<file path="config.mk">
export PLATFORM = sky130hd
export DESIGN_NAME = regseq_engine
export DESIGN_NICKNAME = d
export VERILOG_FILES = /design/src/rtl/regseq_pkg.sv /design/src/rtl/regseq_progmem.sv /design/src/rtl/regseq_usdelay.sv /design/src/rtl/regseq_ctrl.sv /design/src/rtl/regseq_engine.sv
export SDC_FILE = /design/constraint.sdc
export NUM_CORES = 2
export LEC_CHECK = 0
export ABC_CLOCK_PERIOD_IN_PS = 6500
export BUFFER_PORTS_ARGS = -buffer_cell sky130_fd_sc_hd__buf_2
export CAP_MARGIN = 20
export CORE_MARGIN = 4
export CORE_UTILIZATION = 45
export CTS_CLUSTER_SIZE = 14
export DETAILED_ROUTE_END_ITERATION = 16
export GPL_TIMING_DRIVEN = 0
export PLACE_DENSITY = 0.6
export SLEW_MARGIN = 20
export SYNTH_ARGS = -nofsm -noshare
export SYNTH_HDL_FRONTEND = slang
export SYNTH_SLANG_ARGS = --single-unit
</file>
<file path="constraint.sdc">
create_clock -name clk -period 6.5 [get_ports clk]
set_clock_uncertainty 0.2 [all_clocks]
set_input_delay 0.325 -clock clk [delete_from_list [all_inputs] [get_ports clk]]
set_output_delay 0.325 -clock clk [all_outputs]
set_load 0.05 [all_outputs]
</file>
<file path="src/rtl/regseq_pkg.sv">
package regseq_pkg;

    typedef enum logic [1:0] {
        CMD_REWIND = 2'd0,
        CMD_STORE  = 2'd1,
        CMD_START  = 2'd2,
        CMD_NONE   = 2'd3
    } host_cmd_e;

    typedef enum logic [2:0] {
        ST_IDLE,
        ST_EXEC,
        ST_OPND,
        ST_DELAY,
        ST_WAIT
    } seq_state_e;

    localparam logic [7:0] OP_END       = 8'h7F;
    localparam logic [7:0] OP_DATA_FULL = 8'hE2;
    localparam logic [7:0] OP_DATA_LOW  = 8'h42;
    localparam logic [7:0] OP_ADDR_FULL = 8'hE0;
    localparam logic [7:0] OP_ADDR_LOW  = 8'h40;
    localparam logic [7:0] OP_WAIT      = 8'h5F;

    localparam int FLAG_COUNT = 32;
    localparam int BUSY_BIT   = 8;
    localparam int ERR_BADOP  = 0;
    localparam int ERR_RUNOFF = 1;
    localparam int ERR_TMO    = 2;
    localparam logic [31:0] EMPTY_WORD = 32'h7F7F7F7F;

    typedef struct packed {
        logic [31:0] addr;
        logic [31:0] data;
    } operand_regs_t;

    // microseconds encoded by a delay byte: mantissa op[1:0], base-4 exponent op[5:2]
    function automatic logic [31:0] delay_count(input logic [7:0] op);
        return {30'd0, op[1:0]} << {op[5:2], 1'b0};
    endfunction

    function automatic logic takes_operands(input logic [7:0] op);
        return (op == OP_DATA_FULL) || (op == OP_DATA_LOW) ||
               (op == OP_ADDR_FULL) || (op == OP_ADDR_LOW) || (op == OP_WAIT);
    endfunction

endpackage

</file>
<file path="src/rtl/regseq_progmem.sv">
module regseq_progmem #(
    parameter int WORDS = 64,
    localparam int AW = $clog2(WORDS)
) (
    input  logic          clk,
    input  logic          rst,
    input  logic          wr_en,
    input  logic [AW-1:0] wr_idx,
    input  logic [31:0]   wr_word,
    input  logic [AW+1:0] rd_byte_addr,
    output logic [7:0]    rd_byte
);
    import regseq_pkg::*;

    logic [31:0] mem [WORDS];
    logic [31:0] rd_word;

    always_ff @(posedge clk) begin
        if (rst) begin
            for (int i = 0; i < WORDS; i++) mem[i] <= EMPTY_WORD;
        end else if (wr_en) begin
            mem[wr_idx] <= wr_word;
        end
    end

    always_comb begin
        rd_word = mem[rd_byte_addr[AW+1:2]];
        rd_byte = rd_word[{rd_byte_addr[1:0], 3'b000} +: 8];
    end

endmodule

</file>
<file path="src/rtl/regseq_usdelay.sv">
module regseq_usdelay #(
    parameter int CYC_PER_US = 100
) (
    input  logic        clk,
    input  logic        rst,
    input  logic        load,
    input  logic [31:0] count,
    output logic        finishing
);
    logic        active;
    logic [31:0] us_left;
    logic        tick;

    generate
        if (CYC_PER_US == 1) begin : g_noprescale
            assign tick = 1'b1;
        end else begin : g_prescale
            localparam int PW = $clog2(CYC_PER_US);
            localparam logic [PW-1:0] PRE_LAST = PW'(CYC_PER_US - 1);
            logic [PW-1:0] pre;
            always_ff @(posedge clk) begin
                if (rst || !active || pre == PRE_LAST) pre <= '0;
                else                                   pre <= pre + 1'b1;
            end
            assign tick = (pre == PRE_LAST);
        end
    endgenerate

    assign finishing = active && tick && (us_left == 32'd1);

    always_ff @(posedge clk) begin
        if (rst) begin
            active  <= 1'b0;
            us_left <= '0;
        end else if (load && count != 32'd0) begin
            active  <= 1'b1;
            us_left <= count;
        end else if (finishing) begin
            active  <= 1'b0;
        end else if (active && tick) begin
            us_left <= us_left - 32'd1;
        end
    end

endmodule

</file>
<file path="src/rtl/regseq_ctrl.sv">
module regseq_ctrl #(
    parameter int WORDS  = 64,
    parameter int WAIT_W = 16,
    localparam int AW  = $clog2(WORDS),
    localparam int PCW = AW + 3
) (
    input  logic                                clk,
    input  logic                                rst,
    input  logic                                start,
    output logic [PCW-1:0]                      pc,
    input  logic [7:0]                          fetch_byte,
    input  logic [regseq_pkg::FLAG_COUNT-1:0]   flag_in,
    input  logic [WAIT_W-1:0]                   wait_limit,
    output logic                                dly_load,
    output logic [31:0]                         dly_count,
    input  logic                                dly_done,
    output logic                                wr_valid,
    output regseq_pkg::operand_regs_t           opregs,
    output logic [regseq_pkg::FLAG_COUNT-1:0]   flags,
    output logic                                busy,
    output logic [2:0]                          err
);
    import regseq_pkg::*;

    seq_state_e  st;
    logic [7:0]  opc;
    logic [1:0]  oidx;
    logic [31:0] obuf, obuf_nx;
    logic [4:0]  w_idx;
    logic        w_val;
    logic [WAIT_W-1:0] tmo;
    logic        runoff, opnd_last;

    assign runoff    = pc[PCW-1];
    assign busy      = (st != ST_IDLE);
    assign opnd_last = opc[7] ? (oidx == 2'd3) : (oidx == 2'd1);
    assign dly_load  = (st == ST_EXEC) && !runoff && (fetch_byte[7:6] == 2'b00);
    assign dly_count = delay_count(fetch_byte);

    always_comb begin
        obuf_nx = obuf;
        obuf_nx[{oidx, 3'b000} +: 8] = fetch_byte;
    end

    always_ff @(posedge clk) begin
        if (rst) begin
            st       <= ST_IDLE;
            pc       <= '0;
            opc      <= '0;
            oidx     <= '0;
            obuf     <= '0;
            w_idx    <= '0;
            w_val    <= 1'b0;
            tmo      <= '0;
            wr_valid <= 1'b0;
            opregs   <= '{addr: 32'hFFFF_FFFF, data: 32'hFFFF_FFFF};
            flags    <= '0;
            err      <= '0;
        end else begin
            wr_valid <= 1'b0;
            unique case (st)
                ST_IDLE: begin
                    if (start) begin
                        st  <= ST_EXEC;
                        pc  <= '0;
                        err <= '0;
                    end
                end
                ST_EXEC: begin
                    if (runoff) begin
                        err[ERR_RUNOFF] <= 1'b1;
                        st <= ST_IDLE;
                    end else begin
                        pc <= pc + 1'b1;
                        if (fetch_byte == OP_END) begin
                            st <= ST_IDLE;
                        end else if (fetch_byte[7:6] == 2'b00) begin
                            if (dly_count != 32'd0) st <= ST_DELAY;
                        end else if (fetch_byte[7:5] == 3'b100) begin
                            st <= ST_EXEC;
                        end else if (fetch_byte[7:5] == 3'b101) begin
                            flags[fetch_byte[4:0]] <= 1'b0;
                        end else if (fetch_byte[7:5] == 3'b110) begin
                            flags[fetch_byte[4:0]] <= 1'b1;
                        end else if (takes_operands(fetch_byte)) begin
                            opc  <= fetch_byte;
                            oidx <= '0;
                            st   <= ST_OPND;
                        end else begin
                            err[ERR_BADOP] <= 1'b1;
                            st <= ST_IDLE;
                        end
                    end
                end
                ST_OPND: begin
                    if (runoff) begin
                        err[ERR_RUNOFF] <= 1'b1;
                        st <= ST_IDLE;
                    end else begin
                        pc   <= pc + 1'b1;
                        obuf <= obuf_nx;
                        oidx <= oidx + 1'b1;
                        if (opnd_last) begin
                            st <= ST_EXEC;
                            case (opc)
                                OP_DATA_FULL: opregs.data <= obuf_nx;
                                OP_DATA_LOW:  opregs.data[15:0] <= obuf_nx[15:0];
                                OP_ADDR_FULL: begin
                                    opregs.addr <= obuf_nx;
                                    wr_valid    <= 1'b1;
                                end
                                OP_ADDR_LOW: begin
                                    opregs.addr[15:0] <= obuf_nx[15:0];
                                    wr_valid          <= 1'b1;
                                end
                                default: begin
                                    w_idx <= obuf_nx[4:0];
                                    w_val <= |obuf_nx[15:8];
                                    tmo   <= '0;
                                    st    <= ST_WAIT;
                                end
                            endcase
                        end
                    end
                end
                ST_DELAY: begin
                    if (dly_done) st <= ST_EXEC;
                end
                ST_WAIT: begin
                    if (flag_in[w_idx] == w_val) begin
                        st <= ST_EXEC;
                    end else if (tmo == wait_limit) begin
                        err[ERR_TMO] <= 1'b1;
                        st <= ST_IDLE;
                    end else begin
                        tmo <= tmo + 1'b1;
                    end
                end
                default: st <= ST_IDLE;
            endcase
        end
    end

endmodule

</file>
<file path="src/rtl/regseq_engine.sv">
module regseq_engine #(
    parameter int PROG_WORDS = 64,
    parameter int CYC_PER_US = 100,
    parameter int WAIT_W     = 16
) (
    input  logic              clk,
    input  logic              rst,
    input  logic              eng_enable,
    input  logic              cmd_valid,
    input  logic [1:0]        cmd_op,
    input  logic [31:0]       cmd_word,
    input  logic [WAIT_W-1:0] wait_limit,
    input  logic [31:0]       flag_in,
    output logic              bus_wr_valid,
    output logic [31:0]       bus_wr_addr,
    output logic [31:0]       bus_wr_data,
    output logic [31:0]       flags_out,
    output logic [31:0]       status
);
    import regseq_pkg::*;

    localparam int AW  = $clog2(PROG_WORDS);
    localparam int PCW = AW + 3;

    logic [AW:0]    ld_ptr;
    logic           busy, host_ok, do_store, do_start;
    logic [PCW-1:0] pc;
    logic [7:0]     fetch_byte;
    logic           dly_load, dly_done;
    logic [31:0]    dly_count;
    logic [2:0]     err;
    operand_regs_t  opregs;

    assign host_ok  = cmd_valid && !eng_enable && !busy;
    assign do_store = host_ok && (cmd_op == CMD_STORE) && !ld_ptr[AW];
    assign do_start = cmd_valid && eng_enable && !busy && (cmd_op == CMD_START);

    always_ff @(posedge clk) begin
        if (rst)                                        ld_ptr <= '0;
        else if (host_ok && cmd_op == CMD_REWIND)       ld_ptr <= '0;
        else if (do_store)                              ld_ptr <= ld_ptr + 1'b1;
    end

    regseq_progmem #(.WORDS(PROG_WORDS)) u_mem (
        .clk          (clk),
        .rst          (rst),
        .wr_en        (do_store),
        .wr_idx       (ld_ptr[AW-1:0]),
        .wr_word      (cmd_word),
        .rd_byte_addr (pc[AW+1:0]),
        .rd_byte      (fetch_byte)
    );

    regseq_usdelay #(.CYC_PER_US(CYC_PER_US)) u_dly (
        .clk       (clk),
        .rst       (rst),
        .load      (dly_load),
        .count     (dly_count),
        .finishing (dly_done)
    );

    regseq_ctrl #(.WORDS(PROG_WORDS), .WAIT_W(WAIT_W)) u_ctrl (
        .clk        (clk),
        .rst        (rst),
        .start      (do_start),
        .pc         (pc),
        .fetch_byte (fetch_byte),
        .flag_in    (flag_in),
        .wait_limit (wait_limit),
        .dly_load   (dly_load),
        .dly_count  (dly_count),
        .dly_done   (dly_done),
        .wr_valid   (bus_wr_valid),
        .opregs     (opregs),
        .flags      (flags_out),
        .busy       (busy),
        .err        (err)
    );

    assign bus_wr_addr = opregs.addr;
    assign bus_wr_data = opregs.data;

    always_comb begin
        status           = '0;
        status[BUSY_BIT] = busy;
        status[2:0]      = err;
    end

endmodule

</file>
## Yosys cells after proc, flatten, opt, wreduce, memory -nomap -nowiden

Memories as Yosys holds them, arrays and structs flattened. A register that Yosys moved wholly into a read port is not among the register bits.
Cells that the tools add are included.

| cells by class | value |
|---|---|
| add/sub/neg operators | 7 |
| magnitude comparators | 3 |
| equality and inequality tests | 49 |
| shifts and indexed selects | 4 |
| multiplexer cells | 72 |
| bitwise operators | 12 |
| reductions and logical operators | 63 |

Operators with widths:

| cell | count |
|---|---|
| 2-to-1 mux 32 bit | 6 |
| 2-to-1 mux 16 bit | 5 |
| == test 8 x 7 -> 1 bit (second input constant) | 6 |
| 2-to-1 mux 3 bit | 15 |
| bitwise AND 32 bit | 1 |
| bitwise mux 32 bit | 1 |
| == test 32 x 1 -> 1 bit (second input constant) | 1 |
| == test 8 bit (second input constant) | 4 |
| NOT 32 bit | 1 |
| OR 32 bit | 1 |
| case mux 16 bit (2 select lines) | 1 |
| nonzero test 32 bit | 1 |
| OR reduction 32 bit | 1 |
| variable shift 8 x 7 -> 32 bit (first input constant) | 1 |
| indexed part select 32 x 6 -> 8 bit | 1 |
| indexed part select 8 x 7 -> 32 bit | 1 |
| << shifter 2 x 5 -> 32 bit | 1 |
| subtractor 32 x 1 -> 32 bit (second input constant) | 1 |
| != test 2 bit (second input constant) | 15 |
| AND reduction 4 bit | 6 |
| 2-to-1 mux 1 bit | 22 |
| 2-to-1 mux 2 bit | 9 |
| 2-to-1 mux 6 bit | 3 |
| 2-to-1 mux 9 bit | 2 |
| 42 further kinds | 104 |

| word-level totals | value |
|---|---|
| register bits | 223 |
| memory bits (writable) | 2048 |
| word-level logic and storage cells | 233 |
| memories | 1 |

Memories:

| name | depth | width | rd ports | clocked after memory_dff | wr ports | line | RTL |
|---|---|---|---|---|---|---|---|
| u_mem.mem | 64 | 32 | 1 | 1 | 64 | regseq_progmem.sv:15 | `logic [31:0] mem [WORDS];` |

## Longest topological paths before layout

| depth | value |
|---|---|
| depth after elaboration | 14 |
| depth in mapped cells | 20 |
| depth with buffers taken out | 12 |

## By module

From an unflattened synthesis, not the netlist that was laid out.

| second synthesis, totals | value |
|---|---|
| cell total of the unflattened synthesis | 7569 |
| area, all modules | 105667.6 µm² |

Modules (own cells, without submodules):

| module | instances | cells each | area an instance (µm²) |
|---|---|---|---|
| regseq_progmem | 1 | 6190 | 94545.7 |
| regseq_ctrl | 1 | 1036 | 8264.2 |
| regseq_usdelay | 1 | 269 | 2260.9 |
| regseq_engine | 1 | 74 | 596.8 |

## Worst setup path after synthesis

Ideal clock, no wire load.

| path | value |
|---|---|
| path type | register -> register |
| start point | register u_ctrl.st[2] |
| end point | memory u_mem.mem[23][0], enable pin |
| library setup time | 466 ps |
| data arrival time | 4869 ps |
| required time | 5834 ps |
| path slack | 965 ps |
| cell stages (with the launch flop) | 12 |
| cell sequence | dfxtp_1 -> clkbuf_1 -> nor2_1 -> nand3b_1 -> or3_1 -> nor3b_1 -> nand2_1 -> nor2_1 -> nand2_1 -> clkbuf_1 -> clkbuf_1 -> o21ai_0 |

RTL lines:

| what | line | RTL |
|---|---|---|
| start, declared | regseq_ctrl.sv:25 | `seq_state_e st;` |
| start signal, assigned | regseq_ctrl.sv:47 | `st <= ST_IDLE;` |
| start signal, assigned | regseq_ctrl.sv:64 | `st <= ST_EXEC;` |
| start signal, assigned | regseq_ctrl.sv:72 | `st <= ST_IDLE;` |
| end, declared | regseq_progmem.sv:15 |  |

==> impl_metrics.yaml <==
floorplan:
  io_pins: 215
  std_cell_rows: 177
  die_x_um: 492
  die_area_sq_mm: 0.242
  design.core.area_sq_mm: 0.233
  start_util_pct: 45.3
  die_h_um: 492
final_layout:
  utilization_pct: 53.3
  num-nets-final: 8181
  multi_input_area_sq_mm: 0.0357
  drive_gt1_share_pct: 19.1
  syn2layout_area_growth_pct: 17.7
  nFillCells: 19200
  design_area_sq_mm: 0.124
  ff_latch_area_sq_mm: 0.0661
cts:
  clkSinkCount: 2277
  clockBufferDepth: 3
  cts-root-buf: "clkbuf_16"
  h-tree-depth: 4
  cts_tree: "built"
  clkTransAtPathRegs_ns: 0.06
  clkLatencyLatePin_ns: 1.00
  cts_buffers: 238
synth:
  synth_area_leaders: "edfxtp_1, or3_1, mux4_2, dfxtp_1, clkbuf_1"
  syn-cell-area_sq_mm: 0.105
  yosysTopAreaCellShare_pct: 58.4
  ys.flop_type: "edfxtp_1"
  synth_top_area_cell: "edfxtp_1"
  ys_warn_count: 0
  synth.distinct_cells: 102
  syn_area_per_cell_sq_um: 14.1
  synth-seq-area-share_pct: 62.7
  ys_ff_latch: 2277
  synth-edff-count: 2048
  syn_inst: 7456
  ys_async_sr_fraction_pct: 0
sta:
  finalCriticalPeriod_ns: 6.93
  post-route-period-util_pct: 107
  worst_pin_slew_ns: 1.43
  fmax_mhz: 144
  fin_setup_tns_ns: -21.09
  final_hold_viol_count: 0
  setup_viol: 90
  setup_ws_ns: -0.434
  relSlewSlack_pct: 4.37
  drv_slew: 0
critical_path:
  crit_arrival_ns: 7.53
  path_cells: "buf_4 -> buf_2 -> nand2_2 -> o22ai_1 -> nor3_1 -> nor3_1 -> a22oi_1 -> and3_1 -> clkbuf_1 -> xnor2_1 -> buf_2 -> nor4_1 -> nand2_1 -> mux2i_1"
  cp_max_fo: 10
  r2r_setup_slack_ns: -0.43
  crit_path_end_kind: "flip-flop"
  slowest_delay_ns: 1.07
  startpoint_type: "flip-flop"
  cp_slowest_cell: "nor3_1"
  cp_num_buf_inv: 4
  required_ns: 7.09
  path_delay_family: "simple AND/OR/NAND/NOR gates"
  criticalPathCategory: "reg -> reg"
power:
  total_power_mw: 32.5
  leakage_nw: 37.3
  peakVddDrop_mv: 0.248
  p_per_area_mw_per_mm2: 262
drt:
  via_count: 83600
  wirelength_um: 603000
  drc_errors: 0
  wl_per_cell_um: 52.3
  ant_nets: 0
  viasPerCell: 7.25
  drtIter0Drc: 16500
  first_pass_iters: 8
placement:
  dpl.hpwl_um: 441000
  pre_cts_slack_ns: -1.51
  numPortBuffers: 154
  dpl_cell_area_sq_mm: 0.115
  gp_congestion: 1.10
global_route:
  grt_pass1_wl_um: 765000
  grt_use_total_pct: 48.7
  grt_overflow: 0
  grt_max_degree: 22
  antenna_found_initial: 124
  grt_pass1_vias: 75400
worst_hold_path:
  hold_path.class: "in -> reg"
outcome:
  violations: "negative setup slack"
  outcome: "finished with violations"
flow_run:
  max_cap_viol_count: 0
-- Yosys cell counts, drive strengths merged, types with 5 or more instances --
cell / n
inv: 19
mux2i: 210
or4: 15
xnor2: 35
a21oi: 89
nor2: 272
and2: 269
buf: 233
a31oi: 15
edfxtp: 2048
o21ai: 89
nor4: 37
nand3b: 9
a311oi: 14
nand2b: 22
or3: 1809
nor2b: 24
mux4: 476
nand3: 57
a211oi: 55
o31ai: 11
mux2: 7
o221ai: 6
a22o: 5
clkbuf: 706
dfxtp: 229
ha: 11
and3: 14
nor3: 59
nand4: 24
nor3b: 5
nand2: 198
xor2: 36
o22ai: 59
o211ai: 71
or2: 9
a22oi: 127
o22a: 17
-- flip-flops by register name, summed over array words and instances, names as in the netlist, named ones only --
signal / count
u_mem.mem: 2048
u_ctrl.opregs: 64
u_ctrl.obuf: 32
u_dly.us_left: 32
u_ctrl.tmo: 16
u_ctrl.pc: 9
u_ctrl.opc: 8
ld_ptr: 7
u_dly.g_prescale.pre: 7
u_ctrl.w_idx: 5
u_ctrl.err: 3
u_ctrl.st: 3
u_ctrl.oidx: 2
u_ctrl.w_val: 1
u_ctrl.wr_valid: 1
u_dly.active: 1
-- layer usage --
metal	vias to the layer above	track usage, %	wire length [um]
met1	42200	57.8	199000
li1	30300	-	-
met5	-	0.972	885
met2	8902	64.1	237000
met4	70	40.8	62400
met3	2078	26.2	104000
-- final timing paths --
check | from | to | depth (start not counted)
worst max register to register | flip-flop | flip-flop | 14
worst min register to register | u_dly.g_prescale.pre[0] | u_dly.g_prescale.pre[0] | 1
worst min-delay path | cmd_word[29] | u_mem.mem[6][29] | 2
worst max-delay path | flip-flop | flip-flop | 14
-- final cells by class --
| type | instances | area share, % |
|---|---|---|
| Multi-Input combinational cell | 4244 | 28.8 |
| Antenna cell | 110 | 0.222 |
| Inverter | 23 | 0.0726 |
| Sequential cell | 2277 | 53.3 |
| Timing Repair Buffer | 366 | 4.35 |
| Buffer | 934 | 3.94 |
| Clock buffer | 313 | 5.12 |
| Clock inverter | 125 | 1.06 |
| Tap cell | 3132 | 3.16 |
-- report_power, final --
part	switching (mW)	total (mW)	leakage (nW)	internal [mW]
registers	0.187	16.6	21.2	16.4
clock network	6.33	13.9	3.74	7.57
logic	1.47	2.02	12.4	0.551
-- logic make-up (layout without fill, tap and decap cells) --
kind of cell / Yosys count / count (layout) / share of synthesized area (%)
flip-flops: 2277 / 2277 / 62.7
adder cells (fa/ha/maj): 11 / 11 / 0.131
buffers and inverters: 962 / 1761 / 4.48
multiplexers: 693 / 693 / 12.3
AO/OA/AOI/OAI: 603 / 603 / 3.99
other: 1 / 138 / 0.00356
XOR/XNOR: 71 / 71 / 0.590
AND/OR/NAND/NOR: 2838 / 2838 / 15.8
-- per-stage QoR --
step | instances | hold WS (ns)
floorplan | 7483 | 0.213
global placement | 10800 | 0.228
detailed placement | 10900 | 0.242
CTS | 11400 | 0.0515
global route | 11400 | 0.0882
finish | 11500 | 0.143
-- cells in the final DEF (no fill, tap or decap), types with 200 or more instances in the layout --
| cell type | n |
|---|---|
| clkbuf_16 | 239 |
| clkbuf_1 | 700 |
| mux4_2 | 470 |
| buf_2 | 218 |
| edfxtp_1 | 2048 |
| or3_1 | 1809 |
| dfxtp_1 | 229 |
| nor2_1 | 265 |
| and2_1 | 268 |
| mux2i_1 | 200 |
-- timing repair --
item	in CTS	in global routing
resized for setup	68	26
hold buffers	39	0
buffers inserted	0	3
pin swaps	1	3
hold endpoints to repair	132	0
endpoints found under the setup margin	144	61
Note: power is estimated with default switching activity, not from simulation.
